--- src/rtl/pm_cfg_pkg.sv ---
package pm_cfg_pkg;
  localparam int REG_W  = 8;
  localparam int PF_BIT = 1;
  localparam int BW_BIT = 2;
  localparam int SE_BIT = 3;
  localparam int SL_LSB = 4;
  localparam int SL_W   = 2;
  localparam logic [REG_W-1:0] LIVE_MASK =
    REG_W'((((1 << SL_W) - 1) << SL_LSB) | (1 << SE_BIT) | (1 << BW_BIT) | (1 << PF_BIT));
endpackage

--- src/rtl/pm_sync_chain.sv ---
module pm_sync_chain #(
  parameter int STAGES = 2
) (
  input  logic clk,
  input  logic arst_n,
  input  logic d,
  output logic q
);
  logic [STAGES-1:0] st_q;
  logic [STAGES-1:0] st_d;

  always_comb begin
    st_d[0] = d;
    for (int i = 1; i < STAGES; i++) st_d[i] = st_q[i-1];
  end

  always_ff @(posedge clk or negedge arst_n) begin
    if (!arst_n) st_q <= '0;
    else         st_q <= st_d;
  end

  assign q = st_q[STAGES-1];
endmodule

--- src/rtl/pm_cfg_fields.sv ---
module pm_cfg_fields
  import pm_cfg_pkg::*;
#(
  parameter bit PF_IN_STANDBY = 1'b1
) (
  input  logic             clk,
  input  logic             rst_n,
  input  logic             sby_ok,
  input  logic             wr_en,
  input  logic [REG_W-1:0] wr_data,
  input  logic             lock,
  input  logic             trickle_fail,
  output logic [REG_W-1:0] rd_data,
  output logic             stretch_en,
  output logic [SL_W-1:0]  stretch_len
);
  localparam logic PF_RST = PF_IN_STANDBY;

  logic            se_q, se_d, se_ce;
  logic [SL_W-1:0] sl_q, sl_d;
  logic            bw_q, bw_d, bw_ce;
  logic            pf_q, pf_d, pf_clr;
  logic            pf_set;

  generate
    if (PF_IN_STANDBY) begin : g_sby
      assign pf_set = trickle_fail | ~sby_ok;

      sby_force_chk: assert property (@(posedge clk) disable iff (!rst_n)
        !sby_ok |=> pf_q);
    end else begin : g_rtc
      assign pf_set = trickle_fail;
      logic unused_sby;
      assign unused_sby = sby_ok;
    end
  endgenerate

  always_comb begin
    se_ce  = wr_en & ~lock;
    bw_ce  = wr_en & ~wr_data[BW_BIT];
    pf_clr = wr_en & wr_data[PF_BIT];
    se_d   = se_ce ? wr_data[SE_BIT] : se_q;
    sl_d   = wr_en ? wr_data[SL_LSB +: SL_W] : sl_q;
    bw_d   = bw_ce ? 1'b0 : bw_q;
    if (pf_set)      pf_d = 1'b1;
    else if (pf_clr) pf_d = 1'b0;
    else             pf_d = pf_q;
  end

  always_ff @(posedge clk or negedge rst_n) begin
    if (!rst_n) begin
      se_q <= 1'b0;
      sl_q <= '0;
      bw_q <= 1'b1;
      pf_q <= PF_RST;
    end else begin
      se_q <= se_d;
      sl_q <= sl_d;
      bw_q <= bw_d;
      pf_q <= pf_d;
    end
  end

  always_comb begin
    rd_data                  = '0;
    rd_data[PF_BIT]          = pf_q;
    rd_data[BW_BIT]          = bw_q;
    rd_data[SE_BIT]          = se_q;
    rd_data[SL_LSB +: SL_W]  = sl_q;
  end

  assign stretch_en  = se_q;
  assign stretch_len = sl_q;


  lock_hold_chk: assert property (@(posedge clk) disable iff (!rst_n)
    (wr_en && lock) |=> $stable(stretch_en));

  len_write_chk: assert property (@(posedge clk) disable iff (!rst_n)
    wr_en |=> (stretch_len == $past(wr_data[SL_LSB +: SL_W])));

  batt_no_rise_chk: assert property (@(posedge clk) disable iff (!rst_n)
    !$rose(bw_q));

  pf_clear_chk: assert property (@(posedge clk) disable iff (!rst_n)
    (wr_en && wr_data[PF_BIT] && !pf_set) |=> !pf_q);

  pf_set_chk: assert property (@(posedge clk) disable iff (!rst_n)
    trickle_fail |=> pf_q);
endmodule

--- src/rtl/pm_cfg_reg.sv ---
module pm_cfg_reg
  import pm_cfg_pkg::*;
#(
  parameter int SYNC_STAGES   = 2,
  parameter bit PF_IN_STANDBY = 1'b1
) (
  input  logic             clk,
  input  logic             rtc_rst_n,
  input  logic             sby_rst_n,
  input  logic             wr_en,
  input  logic [REG_W-1:0] wr_data,
  input  logic             lock,
  input  logic             trickle_fail,
  output logic [REG_W-1:0] rd_data,
  output logic             stretch_en,
  output logic [SL_W-1:0]  stretch_len
);
  logic rst_n;
  logic sby_ok;

  pm_sync_chain #(.STAGES(SYNC_STAGES)) u_rst_sync (
    .clk(clk), .arst_n(rtc_rst_n), .d(1'b1), .q(rst_n)
  );

  pm_sync_chain #(.STAGES(SYNC_STAGES)) u_sby_smp (
    .clk(clk), .arst_n(rst_n), .d(sby_rst_n), .q(sby_ok)
  );

  pm_cfg_fields #(.PF_IN_STANDBY(PF_IN_STANDBY)) u_fields (
    .clk(clk), .rst_n(rst_n), .sby_ok(sby_ok),
    .wr_en(wr_en), .wr_data(wr_data), .lock(lock),
    .trickle_fail(trickle_fail), .rd_data(rd_data),
    .stretch_en(stretch_en), .stretch_len(stretch_len)
  );


  always_comb begin
    rsvd_zero_chk: assert ((rd_data & ~LIVE_MASK) == '0 || $isunknown(rd_data));
  end
endmodule

--- config.mk ---
export PLATFORM = sky130hd
export DESIGN_NAME = pm_cfg_reg
export DESIGN_NICKNAME = d
export VERILOG_FILES = /design/src/rtl/pm_cfg_pkg.sv /design/src/rtl/pm_sync_chain.sv /design/src/rtl/pm_cfg_fields.sv /design/src/rtl/pm_cfg_reg.sv
export SDC_FILE = /design/constraint.sdc
export NUM_CORES = 1
export LEC_CHECK = 0
export ABC_AREA = 0
export ABC_CLOCK_PERIOD_IN_PS = 1000
export BUFFER_PORTS_ARGS = -buffer_cell sky130_fd_sc_hd__buf_2
export CORE_AREA = 2 2 39 41
export CTS_CLUSTER_SIZE = 40
export DETAILED_ROUTE_END_ITERATION = 10
export DIE_AREA = 0 0 41 43
export REMOVE_ABC_BUFFERS = 1
export SYNTH_ARGS = -nofsm -noshare
export SYNTH_HDL_FRONTEND = slang
export SYNTH_SLANG_ARGS = --single-unit
--- constraint.sdc ---
create_clock -name clk -period 1 [get_ports clk]
set_input_delay 0.05 -clock clk [delete_from_list [all_inputs] [get_ports clk]]
set_output_delay 0.05 -clock clk [all_outputs]
set_load 0.05 [all_outputs]
# Word-level counts from Yosys, hierarchy flattened
# Cells that the tools add are included.
# W data, S select, Z words.
[classes]
n_mux = 2
n_reduce_logical = 1
n_bitwise = 7
[op_table]
columns = ["op", "n"]
rows = [
  ["$and A1 B1 Y1", 3],
  ["$not A1 Y1", 3],
  ["$mux W1", 2],
  ["$reduce_bool A2 Y1", 1],
  ["$or A1 B1 Y1", 1],
]
[word_totals]
in_bits = 14
regBits = 9
out_inout_bits = 11
elab_cells = 16

# Logic depth before layout (Yosys ltp)
[logic_depth]
ltp_word = 3
depth_mapped = 2
ltp_nobuf = 2

# Hierarchy
# Synthesis repeated with hierarchy kept, for this count alone.
[unflattened]
cells_unflattened = 28
area_unflattened_um2 = 374.1
[by_module_without_submodules]
columns = ["module", "instances", "seq_area_each_um2", "area_per_inst_um2", "cells_each"]
rows = [
  ["pm_cfg_fields", 1, 127.6, 270.3, 23],
  ["pm_sync_chain", 2, 50.0, 50.0, 2],
  ["pm_cfg_reg", 1, 0.0, 3.8, 1],
]

# Least setup slack after synthesis
# No wires, ideal clock.
[synth_path]
kind = "register -> register"
startpoint = "register u_fields.stretch_len[0] (netlist name)"
endpoint = "register u_fields.sl_q[0], in the netlist u_fields.stretch_len[0]"
slack_ps = -21
path_buffers = 0
arrival_time_ps = 894
path_stages_with_launch = 2
period_less_slack_ps = 1021
t_required_ps = 873
setup_ps = 127
cell_sequence = "dfrtp_1 mux2_1"
[synth_lines]
columns = ["item", "line_no", "source"]
rows = [
  ["to (signal assigned)", "pm_cfg_fields.sv:58", "sl_q <= sl_d;"],
  ["to (decl)", "pm_cfg_fields.sv:20", "logic [SL_W-1:0] sl_q, sl_d;"],
]

# Final worst setup path
[layout_path]
startpoint = "register u_fields.pf_q"
endpoint = "output rd_data[1]"
[layout_lines]
columns = ["item", "line_no", "source"]
rows = [
  ["from (decl)", "pm_cfg_fields.sv:22", "logic pf_q, pf_d, pf_clr;"],
  ["from (signal assigned)", "pm_cfg_fields.sv:60", "pf_q <= pf_d;"],
  ["to (decl)", "pm_cfg_reg.sv:14", "output logic [REG_W-1:0] rd_data,"],
]
# No word-level cell between the ends.

==> run metrics <==
status finished, final reports clean; Pint 0.605 mW; Critical Path Max Stage Delay 0.54 ns; core region area 1380 um^2; Power Dens Cells 1760 nW/um^2; Final Skew 0.00316 ns; Rows 14; Flop pwr share 0.455; vias in the first global route 198; number of DRC markers in iteration 0 0; Num CTS Buffers 3; first-pass GRT wire length 724 um; port bufs 18; placed cell count 56; sequential share of the synthesized area 0.609; RSZ-0062 raised after global routing true; main flop type after synthesis dfrtp_1; Buf/Inv on CP 1; Die X-Extent 41 um; max-cap violations 0; static leakage 0.260 nW; Mapped Avg Cell Area 13.4 um^2; CTS Root Cell clkbuf_4; largest net degree at the start of global routing 8; clock slew at reported path FFs 0.06 ns; #FFs+latches synth 9; switching power 0.290 mW; # diodes 0; Post-synth ARST share 1.00; Critical Path Start u_fields.pf_q$_DFFE_PN1P_; biggest area consumer among synthesized cells dfrtp_1; antenna viol nets, final 0; post-synth top area share 0.468; Warnings, synthesis 0; critical path type flip-flop to primary output; Remaining DRCs 0; Finished Cell Area 508 um^2; switching share of power 0.324; Slew Viols, Final 0; Worst path slowest cell dfstp_2; clock sinks 9; Post-CTS Setup Repair Bufs 0; DIE HEIGHT 43 um; CP max FO 2; Routability Congestion 0.594; Cell Chain, Critical Path buf_8; Netlist cell types 11; Fmax 1010 MHz; CP delay by family, top flip-flops; top post-synthesis cells by area dfrtp_1 (47%), buf_4 (16%), dfstp_2 (14%); total global-route track usage 0.0742; reg2reg start u_fields.bw_q$_DFFE_PN1P_; number of I/O pins 25; Placed Area 432 um^2; DRT Wirelength 541 um; logic gate share of total power 0.248; Clock Tree Buf Depth 2; final period utilization 0.986; fin cells 63; most frequent cell after synthesis buf_4; area added between synthesis and finish 35.8%; die area 1760 um^2; Post-Syn Area 374 um^2; WP data arrival 0.94 ns; fin nets 62; via/cell ratio 3.65; CTS tree yes; Mapped Cells 28; Clock Latency Late Sink 0.25 ns; Post-synth EDFFs 0; detailed-route via count 230; Worst Hold Slack 0.00911 ns; Max VDD drop 0.701 mV; Fill cells 136; H-tree depth 1; worst endpoint required time 0.95 ns; Crit. End Element primary output; Setup crit start kind flip-flop; drt first pass iters 1; hold violation total from the final report 0; initial antenna violation count 0; layout cells sized above 1 0.532; Final setup viols 0; grt total ovfl 0; top cells by instance count after synthesis buf_4 (8), dfrtp_1 (7); min-delay worst type input port to flip-flop; Worst Hold Launch wr_data[2]; DR WL/cell 8.59 um; crit path time final 0.986 ns; Clk pwr share 0.297; initial core utilization 0.270
==> layout by cell type, fill, tap and decap left out, drive strengths merged <==
cell type     n
buf          18
dfrtp         7
conb          4
clkbuf        4
dlygate4sd3   3
mux2          3
inv           2
dfstp         2
nor2b         1
nand2         1
a211o         1
a21boi        1
==> through the flow <==
step	utilization	TNS [ns]	total power, mW	setup WS [ns]
3_3_place_gp	0.312	0	0.623	0.193
6_report	0.367	0	0.895	0.0135
5_1_grt	0.367	-0.0384	0.947	-0.0209
2_1_floorplan	-	-0.818	0.566	-0.280
4_1_cts	0.364	-0.00214	0.914	-0.00214
3_5_place_dp	0.312	0	0.624	0.194
==> kinds of logic (layout without fill, tap and decap cells) <==
kind of cell / Yosys count / count (layout) / share of synthesized area
AO/OA/AOI/OAI: 2 / 2 / 0.0435
buffers and inverters: 10 / 27 / 0.181
flip-flops: 9 / 9 / 0.609
multiplexers: 3 / 3 / 0.100
other: 2 / 4 / 0.0201
AND/OR/NAND/NOR: 2 / 2 / 0.0468
==> worst paths after layout <==
kind | to | slack [ns] | depth (start not counted)
max in group asynchronous | u_fields.bw_q$_DFFE_PN1P_ | 0.63 | 0
worst max register to register | u_fields.bw_q$_DFFE_PN1P_ | 0.19 | 1
min in group asynchronous | u_fields.stretch_en$_DFFE_PN0P_ | 0.10 | 0
worst min-delay path | u_fields.bw_q$_DFFE_PN1P_ | 0.009 | 3
worst min register to register | u_fields.stretch_en$_DFFE_PN0P_ | 0.10 | 0
worst max-delay path | rd_data[1] | 0.01 | 1
==> state kept, by name, summed over array words and instances, names as in the netlist <==
signal                flops
u_fields.stretch_en       1
u_fields.bw_q             1
u_fields.pf_q             1
u_sby_smp.st_q            2
u_fields.stretch_len      2
u_rst_sync.st_q           2
==> repair_timing <==
action	CTS	global route
setup endpoints to repair	2	2
resized for setup	5	1
hold buffers	3	0
endpoints found under the hold margin	4	0
==> cell type report <==
| cell class | count | area, um^2 | share of cell area |
|---|---|---|---|
| repair buffers | 21 | 140 | 0.276 |
| inverters | 2 | 7.51 | 0.0148 |
| multi-input cells | 11 | 86.3 | 0.170 |
| well taps | 16 | 20.0 | 0.0394 |
| flip-flops and latches | 9 | 228 | 0.448 |
| clock buffers | 4 | 26.3 | 0.0517 |
==> power by group through the flow <==
stage               clock network [mW]  registers [mW]  logic, mW
floorplan                            0           0.517     0.0481
global placement                     0           0.412      0.211
detailed placement                   0           0.413      0.211
CTS                              0.284           0.408      0.223
global route                     0.305           0.410      0.232
finish                           0.266           0.407      0.222
==> routing by layer <==
layer  routed length (um)  GRT usage  vias to the layer above
met3                   72     0.0628                        2
met4                   10     0.0800                        0
li1                     -          -                      113
met1                  236     0.0569                       95
met2                  220      0.100                       20
met5                    0          0                        -
Power figures use the tool's default switching activity.
